===== config.mk =====
export PLATFORM = sky130hd
export DESIGN_NAME = vid_scan_fetch
export DESIGN_NICKNAME = d
export VERILOG_FILES = /design/src/rtl/vsf_pkg.sv /design/src/rtl/vsf_regs.sv /design/src/rtl/vsf_timing.sv /design/src/rtl/vsf_gray_sync.sv /design/src/rtl/vid_scan_fetch.sv
export SDC_FILE = /design/constraint.sdc
export NUM_CORES = 1
export LEC_CHECK = 0
export ABC_AREA = 1
export BUFFER_PORTS_ARGS = -buffer_cell sky130_fd_sc_hd__buf_2
export CORE_MARGIN = 2
export CORE_UTILIZATION = 60
export DETAILED_ROUTE_END_ITERATION = 7
export HOLD_SLACK_MARGIN = 0.15
export PLACE_DENSITY = 0.8
export SLEW_MARGIN = 15
export SYNTH_ARGS = -nofsm -noshare
export SYNTH_HDL_FRONTEND = slang
export SYNTH_SLANG_ARGS = --single-unit

===== constraint.sdc =====
create_clock -name clk_px -period 5.7 [get_ports clk_px]
set_input_delay 1.14 -clock clk_px [delete_from_list [all_inputs] [get_ports clk_px]]
set_output_delay 1.14 -clock clk_px [all_outputs]
set_load 0.1 [all_outputs]

===== src/rtl/vsf_pkg.sv =====
package vsf_pkg;
  localparam int CNT_W   = 12;
  localparam int NUM_BUF = 3;
  localparam int IDX_W   = 2;
  localparam int SEL_W   = $clog2(NUM_BUF);
  localparam int CFG_AW  = 4;

  localparam int ADR_H    = 0;
  localparam int ADR_V    = 4;
  localparam int ADR_POL  = 8;
  localparam int ADR_BASE = 9;
  localparam int ADR_CMD  = ADR_BASE + NUM_BUF;

  typedef logic [CNT_W-1:0] cnt_t;

  typedef struct packed {
    cnt_t act;
    cnt_t fp;
    cnt_t sw;
    cnt_t bp;
  } axis_t;

  function automatic cnt_t axis_total(axis_t a);
    return a.act + a.fp + a.sw + a.bp;
  endfunction

  function automatic logic in_pulse(cnt_t c, axis_t a);
    cnt_t lo;
    cnt_t hi;
    lo = a.act + a.fp;
    hi = lo + a.sw;
    return (c >= lo) && (c < hi);
  endfunction

  function automatic logic [IDX_W-1:0] gray_to_bin(logic [IDX_W-1:0] g);
    logic [IDX_W-1:0] b;
    b[IDX_W-1] = g[IDX_W-1];
    for (int i = IDX_W - 2; i >= 0; i--) b[i] = b[i+1] ^ g[i];
    return b;
  endfunction

  function automatic logic [SEL_W-1:0] prev_buf(logic [IDX_W-1:0] idx);
    int unsigned v;
    v = (int'(idx) + NUM_BUF - 1) % NUM_BUF;
    return SEL_W'(v);
  endfunction
endpackage


===== src/rtl/vsf_regs.sv =====
module vsf_regs
  import vsf_pkg::*;
#(
  parameter int DATA_W = 32,
  parameter int ADDR_W = 32,
  parameter int H_ACT = 640, parameter int H_FP = 16, parameter int H_SW = 96, parameter int H_BP = 48,
  parameter int V_ACT = 480, parameter int V_FP = 10, parameter int V_SW = 2,  parameter int V_BP = 33,
  parameter logic [1:0]        POL_DEF   = 2'b11,
  parameter logic [ADDR_W-1:0] BASE_DEF  = '0,
  parameter logic [ADDR_W-1:0] BASE_STEP = ADDR_W'(32'h0004_B000),
  parameter logic [DATA_W-1:0] CMD_DEF   = '0
) (
  input  logic                              clk,
  input  logic                              rst_n,
  input  logic                              we,
  input  logic [CFG_AW-1:0]                 addr,
  input  logic [DATA_W-1:0]                 wdata,
  output axis_t                             h_cfg,
  output axis_t                             v_cfg,
  output logic [1:0]                        pol,
  output logic [NUM_BUF-1:0][ADDR_W-1:0]    base,
  output logic [DATA_W-1:0]                 cmd
);
  always_ff @(posedge clk or negedge rst_n) begin
    if (!rst_n) begin
      h_cfg <= '{act: cnt_t'(H_ACT), fp: cnt_t'(H_FP), sw: cnt_t'(H_SW), bp: cnt_t'(H_BP)};
      v_cfg <= '{act: cnt_t'(V_ACT), fp: cnt_t'(V_FP), sw: cnt_t'(V_SW), bp: cnt_t'(V_BP)};
      pol   <= POL_DEF;
      cmd   <= CMD_DEF;
    end else if (we) begin
      case (int'(addr))
        ADR_H + 0: h_cfg.act <= wdata[CNT_W-1:0];
        ADR_H + 1: h_cfg.fp  <= wdata[CNT_W-1:0];
        ADR_H + 2: h_cfg.sw  <= wdata[CNT_W-1:0];
        ADR_H + 3: h_cfg.bp  <= wdata[CNT_W-1:0];
        ADR_V + 0: v_cfg.act <= wdata[CNT_W-1:0];
        ADR_V + 1: v_cfg.fp  <= wdata[CNT_W-1:0];
        ADR_V + 2: v_cfg.sw  <= wdata[CNT_W-1:0];
        ADR_V + 3: v_cfg.bp  <= wdata[CNT_W-1:0];
        ADR_POL:   pol       <= wdata[1:0];
        ADR_CMD:   cmd       <= wdata;
        default: ;
      endcase
    end
  end

  for (genvar i = 0; i < NUM_BUF; i++) begin : g_base
    always_ff @(posedge clk or negedge rst_n) begin
      if (!rst_n)
        base[i] <= BASE_DEF + ADDR_W'(i) * BASE_STEP;
      else if (we && addr == CFG_AW'(ADR_BASE + i))
        base[i] <= wdata[ADDR_W-1:0];
    end
  end
endmodule


===== src/rtl/vsf_timing.sv =====
module vsf_timing
  import vsf_pkg::*;
(
  input  logic  clk,
  input  logic  rst_n,
  input  axis_t h_cfg,
  input  axis_t v_cfg,
  output logic  act_now,
  output logic  hs_on,
  output logic  vs_on,
  output logic  vs_begin
);
  cnt_t hcnt, vcnt;
  logic h_last, v_last;

  assign h_last   = hcnt >= axis_total(h_cfg) - cnt_t'(1);
  assign v_last   = vcnt >= axis_total(v_cfg) - cnt_t'(1);
  assign act_now  = (hcnt < h_cfg.act) && (vcnt < v_cfg.act);
  assign hs_on    = in_pulse(hcnt, h_cfg);
  assign vs_on    = in_pulse(vcnt, v_cfg);
  assign vs_begin = (hcnt == '0) && (vcnt == cnt_t'(v_cfg.act + v_cfg.fp));

  always_ff @(posedge clk or negedge rst_n) begin
    if (!rst_n) begin
      hcnt <= '0;
      vcnt <= '0;
    end else if (h_last) begin
      hcnt <= '0;
      vcnt <= v_last ? '0 : vcnt + cnt_t'(1);
    end else begin
      hcnt <= hcnt + cnt_t'(1);
    end
  end
endmodule


===== src/rtl/vsf_gray_sync.sv =====
module vsf_gray_sync
  import vsf_pkg::*;
(
  input  logic             clk,
  input  logic             rst_n,
  input  logic [IDX_W-1:0] gray_in,
  output logic [IDX_W-1:0] bin_out
);
  logic [IDX_W-1:0] meta_q, sync_q;

  always_ff @(posedge clk or negedge rst_n) begin
    if (!rst_n) begin
      meta_q <= '0;
      sync_q <= '0;
    end else begin
      meta_q <= gray_in;
      sync_q <= meta_q;
    end
  end

  assign bin_out = gray_to_bin(sync_q);
endmodule


===== src/rtl/vid_scan_fetch.sv =====
module vid_scan_fetch
  import vsf_pkg::*;
#(
  parameter int PIX_W  = 8,
  parameter int DATA_W = 32,
  parameter int ADDR_W = 32,
  parameter int H_ACT = 640, parameter int H_FP = 16, parameter int H_SW = 96, parameter int H_BP = 48,
  parameter int V_ACT = 480, parameter int V_FP = 10, parameter int V_SW = 2,  parameter int V_BP = 33,
  parameter logic [1:0]        POL_DEF   = 2'b11,
  parameter logic [ADDR_W-1:0] BASE_DEF  = '0,
  parameter logic [ADDR_W-1:0] BASE_STEP = ADDR_W'(32'h0004_B000),
  parameter logic [DATA_W-1:0] CMD_DEF   = '0
) (
  input  logic              clk_px,
  input  logic              rst_n,
  input  logic              cfg_we,
  input  logic [CFG_AW-1:0] cfg_addr,
  input  logic [DATA_W-1:0] cfg_wdata,
  input  logic [IDX_W-1:0]  wr_idx_gray,
  input  logic              rd_empty,
  input  logic [PIX_W-1:0]  rd_data,
  output logic              rd_pop,
  output logic              cmd_valid,
  output logic [ADDR_W-1:0] cmd_addr,
  output logic [DATA_W-1:0] cmd_word,
  output logic              hsync,
  output logic              vsync,
  output logic              de,
  output logic [PIX_W-1:0]  pix_out,
  output logic              underflow
);
  axis_t                          h_cfg, v_cfg;
  logic [1:0]                     pol;
  logic [NUM_BUF-1:0][ADDR_W-1:0] base;
  logic [DATA_W-1:0]              cmd_q;
  logic                           act_now, hs_on, vs_on, vs_begin;
  logic [IDX_W-1:0]               wr_idx_bin;
  logic [SEL_W-1:0]               sel_next, sel_buf;
  logic                           starve;

  vsf_regs #(
    .DATA_W(DATA_W), .ADDR_W(ADDR_W),
    .H_ACT(H_ACT), .H_FP(H_FP), .H_SW(H_SW), .H_BP(H_BP),
    .V_ACT(V_ACT), .V_FP(V_FP), .V_SW(V_SW), .V_BP(V_BP),
    .POL_DEF(POL_DEF), .BASE_DEF(BASE_DEF), .BASE_STEP(BASE_STEP), .CMD_DEF(CMD_DEF)
  ) u_regs (
    .clk(clk_px), .rst_n(rst_n), .we(cfg_we), .addr(cfg_addr), .wdata(cfg_wdata),
    .h_cfg(h_cfg), .v_cfg(v_cfg), .pol(pol), .base(base), .cmd(cmd_q)
  );

  vsf_timing u_tim (
    .clk(clk_px), .rst_n(rst_n), .h_cfg(h_cfg), .v_cfg(v_cfg),
    .act_now(act_now), .hs_on(hs_on), .vs_on(vs_on), .vs_begin(vs_begin)
  );

  vsf_gray_sync u_gsync (
    .clk(clk_px), .rst_n(rst_n), .gray_in(wr_idx_gray), .bin_out(wr_idx_bin)
  );

  assign sel_next = prev_buf(wr_idx_bin);
  assign rd_pop   = act_now && !rd_empty;
  assign starve   = act_now && rd_empty;

  always_ff @(posedge clk_px or negedge rst_n) begin
    if (!rst_n) begin
      cmd_valid <= 1'b0;
      cmd_addr  <= '0;
      cmd_word  <= '0;
      sel_buf   <= '0;
    end else if (vs_begin) begin
      cmd_valid <= 1'b1;
      cmd_addr  <= base[sel_next];
      cmd_word  <= cmd_q;
      sel_buf   <= sel_next;
    end else begin
      cmd_valid <= 1'b0;
    end
  end

  always_ff @(posedge clk_px or negedge rst_n) begin
    if (!rst_n) begin
      de        <= 1'b0;
      hsync     <= POL_DEF[0];
      vsync     <= POL_DEF[1];
      pix_out   <= '0;
      underflow <= 1'b0;
    end else begin
      de        <= act_now;
      hsync     <= hs_on ^ pol[0];
      vsync     <= vs_on ^ pol[1];
      pix_out   <= rd_pop ? rd_data : '0;
      underflow <= underflow | starve;
    end
  end
endmodule


==> summary.md, run 1 <==
| Metric | Value |
|---|---|
| Placement Cell Area | `0.0201 mm²` |
| Hold WS | `about 350 ps` |
| Worst slew slack as a fraction of its limit | `22.6%` |
| First-iteration detailed-routing DRC count | `1,439` |
| Count of vias placed by the detailed router | `16,600` |
| Vias per cell | `around 5.7` |
| Number of max-capacitance violations reported | `0` |
| Cell with the largest stage delay on the worst path | `sky130_fd_sc_hd__dfrtp_1` |
| Overall routing resource usage | `about 30%` |
| Skew final | `~16 ps` |
| Core area | `0.0315 mm²` |
| Ratio of cells with drive above 1 in the final layout | `15.4%` |
| # H-tree levels | `2` |
| Distinct cell type count after synthesis | `between 40 and 50` |
| Result of the run | `finished clean` |
| Number of buffers inserted for hold repair after clock tree synthesis | `0` |
| Hold Path Class | `flip-flop to flip-flop` |
| Avg Synthesized Cell Area | `8.24 µm²` |
| Multi-input combinational cell area | `around 0.0096 mm²` |
| Element type at the critical path start | `flip-flop` |
| Data arrival time of the worst path | `6090 ps` |
| Max Fanout on Critical Path | `6` |
| Port bufs | `~130` |
| Post-Syn Instances | `around 2,300` |
| Clock Pin Slew Worst Setup and Hold Paths | `roughly 60 ps` |
| Dominant cell by count in the synthesized netlist | `sky130_fd_sc_hd__nand2_1` |
| Die Wd | `approximately 180 µm` |
| Slew Limit Fails | `0` |
| Growth of design area from synthesis to finish | `15.3%` |
| Area enclosed by the die boundary | `approximately 0.033 mm²` |
| Aggregate routed wire length | `slightly above 50,000 µm` |
| Data required time of the worst path | `6090 ps` |
| CP dominant cell by count | `sky130_fd_sc_hd__nand2_1` |
| Number of antenna violations at the first check in global routing | `5` |
| Seq cells post-synth | `331` |
| Crit path max-delay family | `simple AND/OR/NAND/NOR gates` |
| DRC | `0` |
| Most instantiated cells after synthesis | `560 x sky130_fd_sc_hd__nand2_1, 332 x sky130_fd_sc_hd__inv_1, 303 x sky130_fd_sc_hd__dfrtp_1` |
| Largest stage delay on the critical path | `between 400 and 500 ps` |
| Wire length of the first global-routing pass | `80,200 µm` |
| Vias in the first global route | `around 16,000` |
| Max Buffers Root-to-Sink | `3` |
| Final min period | `roughly 5700 ps` |
| DRT Pass-1 Iters | `8` |
| Seq. cell area | `between 0.008 and 0.009 mm²` |
| Starting density of the core | `60.8%` |
| Critical path class | `flip-flop to flip-flop` |
| Net count after synthesis | `about 2,600` |
| Antenna-violating nets left | `0` |
| Largest cells by area after synthesis | `sky130_fd_sc_hd__dfrtp_1 40%, sky130_fd_sc_hd__ha_1 12%, sky130_fd_sc_hd__nand2_1 11%` |
| Inserted Clock Buffers | `37` |
| Sequential fraction of the synthesis area | `between 40 and 50%` |
| Share of the synthesized area in the top cell type | `between 30% and 40%` |
| Top achievable clock speed | `0.176 GHz` |
| Leading register cell type out of synthesis | `sky130_fd_sc_hd__dfrtp_1` |
| Estimated wirelength of the detail-placed design | `33,100 µm` |
| Number of buffer and inverter instances along the worst setup path | `6` |
| Total overflow reported by the global router | `0` |
| Final hold viol count | `0` |
| Critical Path End Type | `flip-flop` |
| Fin crit share | `about 100%` |
| Area of all placed cells without fillers | `around 0.022 mm²` |
| Number of inserted filler cells in the final layout | `between 2,000 and 2,500` |
| Number of enable-type register cells in the synthesized netlist | `0` |
| # IOs | `~130` |
| Total standard cell area after synthesis | `around 0.019 mm²` |
| Die H | `roughly 180 µm` |
| Total number of yosys warnings | `0` |
| Worst slew pin tran | `about 1200 ps` |
| Number of rows created at floorplan | `65` |
| Wire length per cell | `between 15 and 20 µm` |
| Final #Nets | `approximately 2,700` |
| Synth area leader | `sky130_fd_sc_hd__dfrtp_1` |
| Async SR Flop Fraction | `100%` |
| Total clock sinks | `between 300 and 400` |
| Weighted congestion reported at the end of routability-driven placement | `a little over 0.9` |
| CTS tree | `yes` |
| Library cell used as clock root buffer | `sky130_fd_sc_hd__clkbuf_16` |
| Final setup violation count | `0` |
| Pin count of the biggest net entering global routing | `between 100 and 150` |
| Worst skew pair latency | `around 530 ps` |
cell type report:
cell class                 count  share of cell area (%)
tap                          402                    2.28
antenna                        1                  0.0113
multi-input combinational   1578                    43.7
timing repair buffer         172                    4.57
sequential                   331                    37.7
inverter                     340                    5.78
clock inverter                18                    1.28
clock buffer                  49                    4.72
placed cells by master, fill, tap and decap left out, types with 17 or more instances in the layout:
cell	synthesis	routed
sky130_fd_sc_hd__nand2_1	560	550
sky130_fd_sc_hd__inv_1	332	327
sky130_fd_sc_hd__dfrtp_1	303	303
sky130_fd_sc_hd__o21ai_0	283	280
sky130_fd_sc_hd__ha_1	180	165
sky130_fd_sc_hd__buf_2	28	126
sky130_fd_sc_hd__nand3_1	100	95
sky130_fd_sc_hd__a21oi_1	105	91
sky130_fd_sc_hd__nor2_1	90	84
sky130_fd_sc_hd__xor2_1	56	49
sky130_fd_sc_hd__buf_4	4	43
sky130_fd_sc_hd__clkbuf_16	0	37
sky130_fd_sc_hd__o211ai_1	36	36
sky130_fd_sc_hd__dfstp_2	28	28
sky130_fd_sc_hd__o21ai_1	25	26
sky130_fd_sc_hd__nand4_1	18	18
sky130_fd_sc_hd__a21oi_2	4	17
timing repair:
action / in CTS / in global routing
buffers inserted: 4 / 24
gates cloned: 1 / 1
endpoints found under the hold margin: 0 / 0
gates resized for setup: 10 / 78
endpoints found under the setup margin: 20 / 24
pin swaps: 3 / 37
metal layers:
metal	global-route usage [%]	vias to the layer above	part of all wire, %
met1	38.6	7923	40
met3	5.15	167	8.2
met2	50.0	684	47
li1	-	7825	-
met4	11.8	8	4.1
met5	0	-	0.089
final timing paths:
path                              startpoint           endpoint  slack, ps  depth (start not counted)
min in group asynchronous              rst_n    u_regs.v_cfg[3]        750                          1
setup / recovery            u_regs.v_cfg[36]      u_tim.vcnt[0]          2                         38
setup reg to reg            u_regs.v_cfg[36]      u_tim.vcnt[0]          2                         38
hold / removal             u_gsync.meta_q[0]  u_gsync.sync_q[0]        350                          0
hold reg to reg            u_gsync.meta_q[0]  u_gsync.sync_q[0]        350                          0
max in group asynchronous              rst_n    u_regs.base[74]       3790                          2
logic make-up after synthesis:
logic type	synth area share, %
compound gates	13.7
flops	43.5
xor+xnor	3.16
buf+inv	8.68
fa+ha+maj	12.4
simple gates	18.6
per-stage QoR:
| stage | cells | worst slack [ps] | setup TNS, ps | utilization (%) |
|---|---|---|---|---|
| 6_report | 2891 | 2.23 | 0 | 70.1 |
| 5_1_grt | 2890 | -196 | -1840 | 70.1 |
| 4_1_cts | 2865 | 1.92 | 0 | 68.3 |
| 3_5_place_dp | 2793 | -251 | -2900 | 63.7 |
| 3_3_place_gp | 2793 | 27.8 | 0 | 63.7 |
| 2_1_floorplan | 2322 | 548 | 0 | - |
registers in the layout (all words and copies together) (netlist names), 8 cells and up:
register and count:
u_regs.base 96, u_regs.h_cfg 48, u_regs.v_cfg 48, cmd_addr 32, cmd_word 32, u_regs.cmd 32, u_tim.hcnt 12, u_tim.vcnt 12
pix_out 8
worst register-to-register path, delay by kind of cell, from the launching register on:
kind	cells	cell delay, ps
and+or+nand+nor	18	1800
DFF	1	410
AOI/OAI and AO/OA	6	740
buffers and inverters	6	500
adders and majority gates	6	1740
xor gates and xnor gates	2	360
Power of run 1 is not shown: default switching activity piles up to over one toggle a cycle in this logic, so the estimate is an artifact.
==> run 2, diff against run 1 <==
ABC_AREA = not set   (was 1)
CORE_UTILIZATION = 45   (was 60)
PLACE_DENSITY = 0.63   (was 0.8)
==> run 2 against run 1 <==
Net effect: wire length decreased by 12%; sequential share of layout area increased by 0.82 points; the run now ends with setup timing left; non-clock buffer count increased by 28; largest cell class unchanged; critical endpoint unchanged; fmax decreased by 0.68%; critical path type unchanged; die area increased by 27%.
==> summary.md, run 2 <==
| Metric | Value |
|---|---|
| Result of the run | `finished, violations left` |
| Violations in the final reports | `setup timing` |
| Avg Synthesized Cell Area | `~11 µm²` |
| Total number of yosys warnings | `0` |
| Clock Pin Slew Worst Setup and Hold Paths | `about 60 ps` |
| Largest stage delay on the critical path | `approximately 400 ps` |
| Sequential fraction of the synthesis area | `45.6%` |
| Element type at the critical path start | `flip-flop` |
| Die H | `around 210 µm` |
| Distinct cell type count after synthesis | `61` |
| Antenna-violating nets left | `0` |
| Number of buffers inserted for hold repair after clock tree synthesis | `0` |
| Max Buffers Root-to-Sink | `3` |
| Most instantiated cells after synthesis | `303 x sky130_fd_sc_hd__dfrtp_1, 247 x sky130_fd_sc_hd__nand2_1, 207 x sky130_fd_sc_hd__mux2_2` |
| Worst slew slack as a fraction of its limit | `about a quarter` |
| Ratio of cells with drive above 1 in the final layout | `30.0%` |
| Inserted Clock Buffers | `38` |
| Hold Path Class | `flip-flop to flip-flop` |
| Total standard cell area after synthesis | `between 0.015 and 0.02 mm²` |
| Overall routing resource usage | `between 20% and 30%` |
| Slew Limit Fails | `0` |
| Number of max-capacitance violations reported | `0` |
| Number of enable-type register cells in the synthesized netlist | `0` |
| Growth of design area from synthesis to finish | `18.4%` |
| First-iteration detailed-routing DRC count | `between 600 and 700` |
| # IOs | `128` |
| Wire length per cell | `18.1 µm` |
| Most frequent standard cell in the layout excluding fill and tap cells | `sky130_fd_sc_hd__dfrtp_1` |
| Wire length of the first global-routing pass | `71,100 µm` |
| Regs by FF count | `u_regs.base: 96 flops, u_regs.h_cfg: 48 flops, u_regs.v_cfg: 48 flops` |
| Count of vias placed by the detailed router | `between 10,000 and 15,000` |
| Post-Syn Instances | `~1,700` |
| Top library cells by usage in the layout, fill and taps aside | `303 x sky130_fd_sc_hd__dfrtp_1, 245 x sky130_fd_sc_hd__nand2_1, 206 x sky130_fd_sc_hd__mux2_2` |
| Worst Setup Slack, final | `-36.6 ps` |
| Data required time of the worst path | `between 6000 and 7000 ps` |
| Top achievable clock speed | `approximately 0.17 GHz` |
| CP dominant cell by count | `sky130_fd_sc_hd__ha_1` |
| Critical path class | `flip-flop to flip-flop` |
| Fin crit share | `101%` |
| Max Fanout on Critical Path | `5` |
| Synth area leader | `sky130_fd_sc_hd__dfrtp_1` |
| Pin count of the biggest net entering global routing | `127` |
| Total clock sinks | `331` |
| Critical Path End Type | `flip-flop` |
| Vias in the first global route | `13,500` |
| Largest cells by area after synthesis | `sky130_fd_sc_hd__dfrtp_1 42%, sky130_fd_sc_hd__mux2_2 13%, sky130_fd_sc_hd__ha_1 12%` |
| # H-tree levels | `2` |
| Final setup violation count | `5` |
| CTS tree | `yes` |
| Final min period | `about 5700 ps` |
| Area enclosed by the die boundary | `~0.042 mm²` |
| Number of antenna violations at the first check in global routing | `6` |
| Net count after synthesis | `1,966` |
| Number of flip-flops under the largest register name | `96` |
| Vias per cell | `between 5 and 6` |
| Dominant cell by count in the synthesized netlist | `sky130_fd_sc_hd__dfrtp_1` |
| Number of inserted filler cells in the final layout | `3,521` |
| Seq cells post-synth | `around 330` |
| DRT Pass-1 Iters | `5` |
| Weighted congestion reported at the end of routability-driven placement | `between 0.8 and 0.9` |
| Skew final | `approximately 22 ps` |
| Async SR Flop Fraction | `100%` |
| Final #Nets | `2,141` |
| Data arrival time of the worst path | `between 6000 and 7000 ps` |
| Total Negative Setup Slacks | `-162 ps` |
| Port bufs | `127` |
| Number of rows created at floorplan | `73` |
| DRC | `0` |
| Leading register cell type out of synthesis | `sky130_fd_sc_hd__dfrtp_1` |
| Starting density of the core | `between 40% and 50%` |
| Worst slew pin tran | `around 1100 ps` |
| Register ranked first by flip-flop count | `u_regs.base` |
| Cell with the largest stage delay on the worst path | `sky130_fd_sc_hd__fa_2` |
| Worst skew pair latency | `~560 ps` |
| RSZ-0062 raised after global routing | `true` |
| Total overflow reported by the global router | `0` |
| Final hold viol count | `0` |
| Aggregate routed wire length | `44,500 µm` |
| Die Wd | `approximately 210 µm` |
| Share of the synthesized area in the top cell type | `41.6%` |
| Library cell used as clock root buffer | `sky130_fd_sc_hd__clkbuf_16` |
| Core area | `between 0.03 and 0.04 mm²` |
| Estimated wirelength of the detail-placed design | `between 30,000 and 40,000 µm` |
-- run 2: cell count changes in the layout (fill, tap and decap cells not counted), moves of 15 or more --
cell                       change
sky130_fd_sc_hd__nand2_1     -305
sky130_fd_sc_hd__o211ai_1     -30
sky130_fd_sc_hd__a21oi_1      -17
sky130_fd_sc_hd__a31oi_1      +26
sky130_fd_sc_hd__o21ai_1      -15
sky130_fd_sc_hd__o21ai_0     -210
sky130_fd_sc_hd__nand3_1      -82
sky130_fd_sc_hd__nor2_1       -40
sky130_fd_sc_hd__xor2_1       -18
sky130_fd_sc_hd__mux2_2      +206
sky130_fd_sc_hd__xnor2_1      +29
sky130_fd_sc_hd__buf_4        +21
sky130_fd_sc_hd__a21o_1       +33
sky130_fd_sc_hd__inv_1       -202
-- run 2: area by class of cell --
| type | instances | area (µm²) | area share (%) |
|---|---|---|---|
| Clock buffer | 52 | 1100 | 5.11 |
| Multi-Input combinational cell | 1204 | 9590 | 44.4 |
| Sequential cell | 331 | 8320 | 38.5 |
| Tap cell | 525 | 657 | 3.04 |
| Timing Repair Buffer | 200 | 1240 | 5.72 |
| Clock inverter | 16 | 193 | 0.892 |
| Inverter | 130 | 490 | 2.27 |
| Antenna cell | 4 | 10.0 | 0.0463 |
-- run 2: through the flow --
stage	utilization (%)	setup slack [ps]	area (µm²)	instances	hold slack (ps)
5_1_grt	54.1	-315	21600	2460	367
2_1_floorplan	-	51.0	18300	1730	331
3_3_place_gp	49.8	-229	19900	2380	333
6_report	54.1	-36.6	21600	2462	355
4_1_cts	53.4	0.327	21300	2452	359
3_5_place_dp	49.8	-308	19900	2380	343
-- run 2: kinds of logic after synthesis --
| kind of cell | Yosys count | share of synthesized area (%) |
|---|---|---|
| xor gates and xnor gates | 81 | 3.89 |
| adders and majority gates | 188 | 13.1 |
| DFF | 331 | 45.6 |
| AOI/OAI and AO/OA | 323 | 10.9 |
| and+or+nand+nor | 402 | 9.62 |
| muxes | 208 | 12.8 |
| buffers and inverters | 197 | 4.08 |
-- run 2: timing repair --
action                                  4_1_cts  5_1_grt
pin swaps                                    18       40
setup buffers                                 2        6
endpoints found under the setup margin       15       24
gates resized for setup                      28       63
gates cloned                                  2        0
-- run 2: worst paths after layout --
path | startpoint | end | slack [ps] | cells past startpoint
max | u_regs.v_cfg[36] | u_tim.vcnt[0] | -40 | 27
min | u_gsync.meta_q[0] | u_gsync.sync_q[0] | 360 | 0
max reg2reg | u_regs.v_cfg[36] | u_tim.vcnt[0] | -40 | 27
min reg2reg | u_gsync.meta_q[0] | u_gsync.sync_q[0] | 360 | 0
max in group asynchronous | rst_n | u_regs.base[64] | 3800 | 2
min in group asynchronous | rst_n | u_regs.h_cfg[3] | 620 | 1
-- run 2: critical path: cells and delay by family (launching register included) --
family          cells  cell delay (ps)
compound gates      8             1800
xor+xnor            4              620
fa+ha+maj           6             1820
buf+inv             3              330
flops               1              380
mux                 1              170
simple gates        5              550
-- run 2: per-layer routing --
metal  routed length [µm]  part of all wire, %  GRT usage, %  up-vias
li1                     -                    -             -     6351
met1                20200                   45          28.2     6543
met2                20500                   46          34.9      258
met3                 2980                  6.7          6.32       61
met4                  788                  1.8          5.32        4
met5                   24                0.054             0        -
Power of run 2 is left out for the same reason.
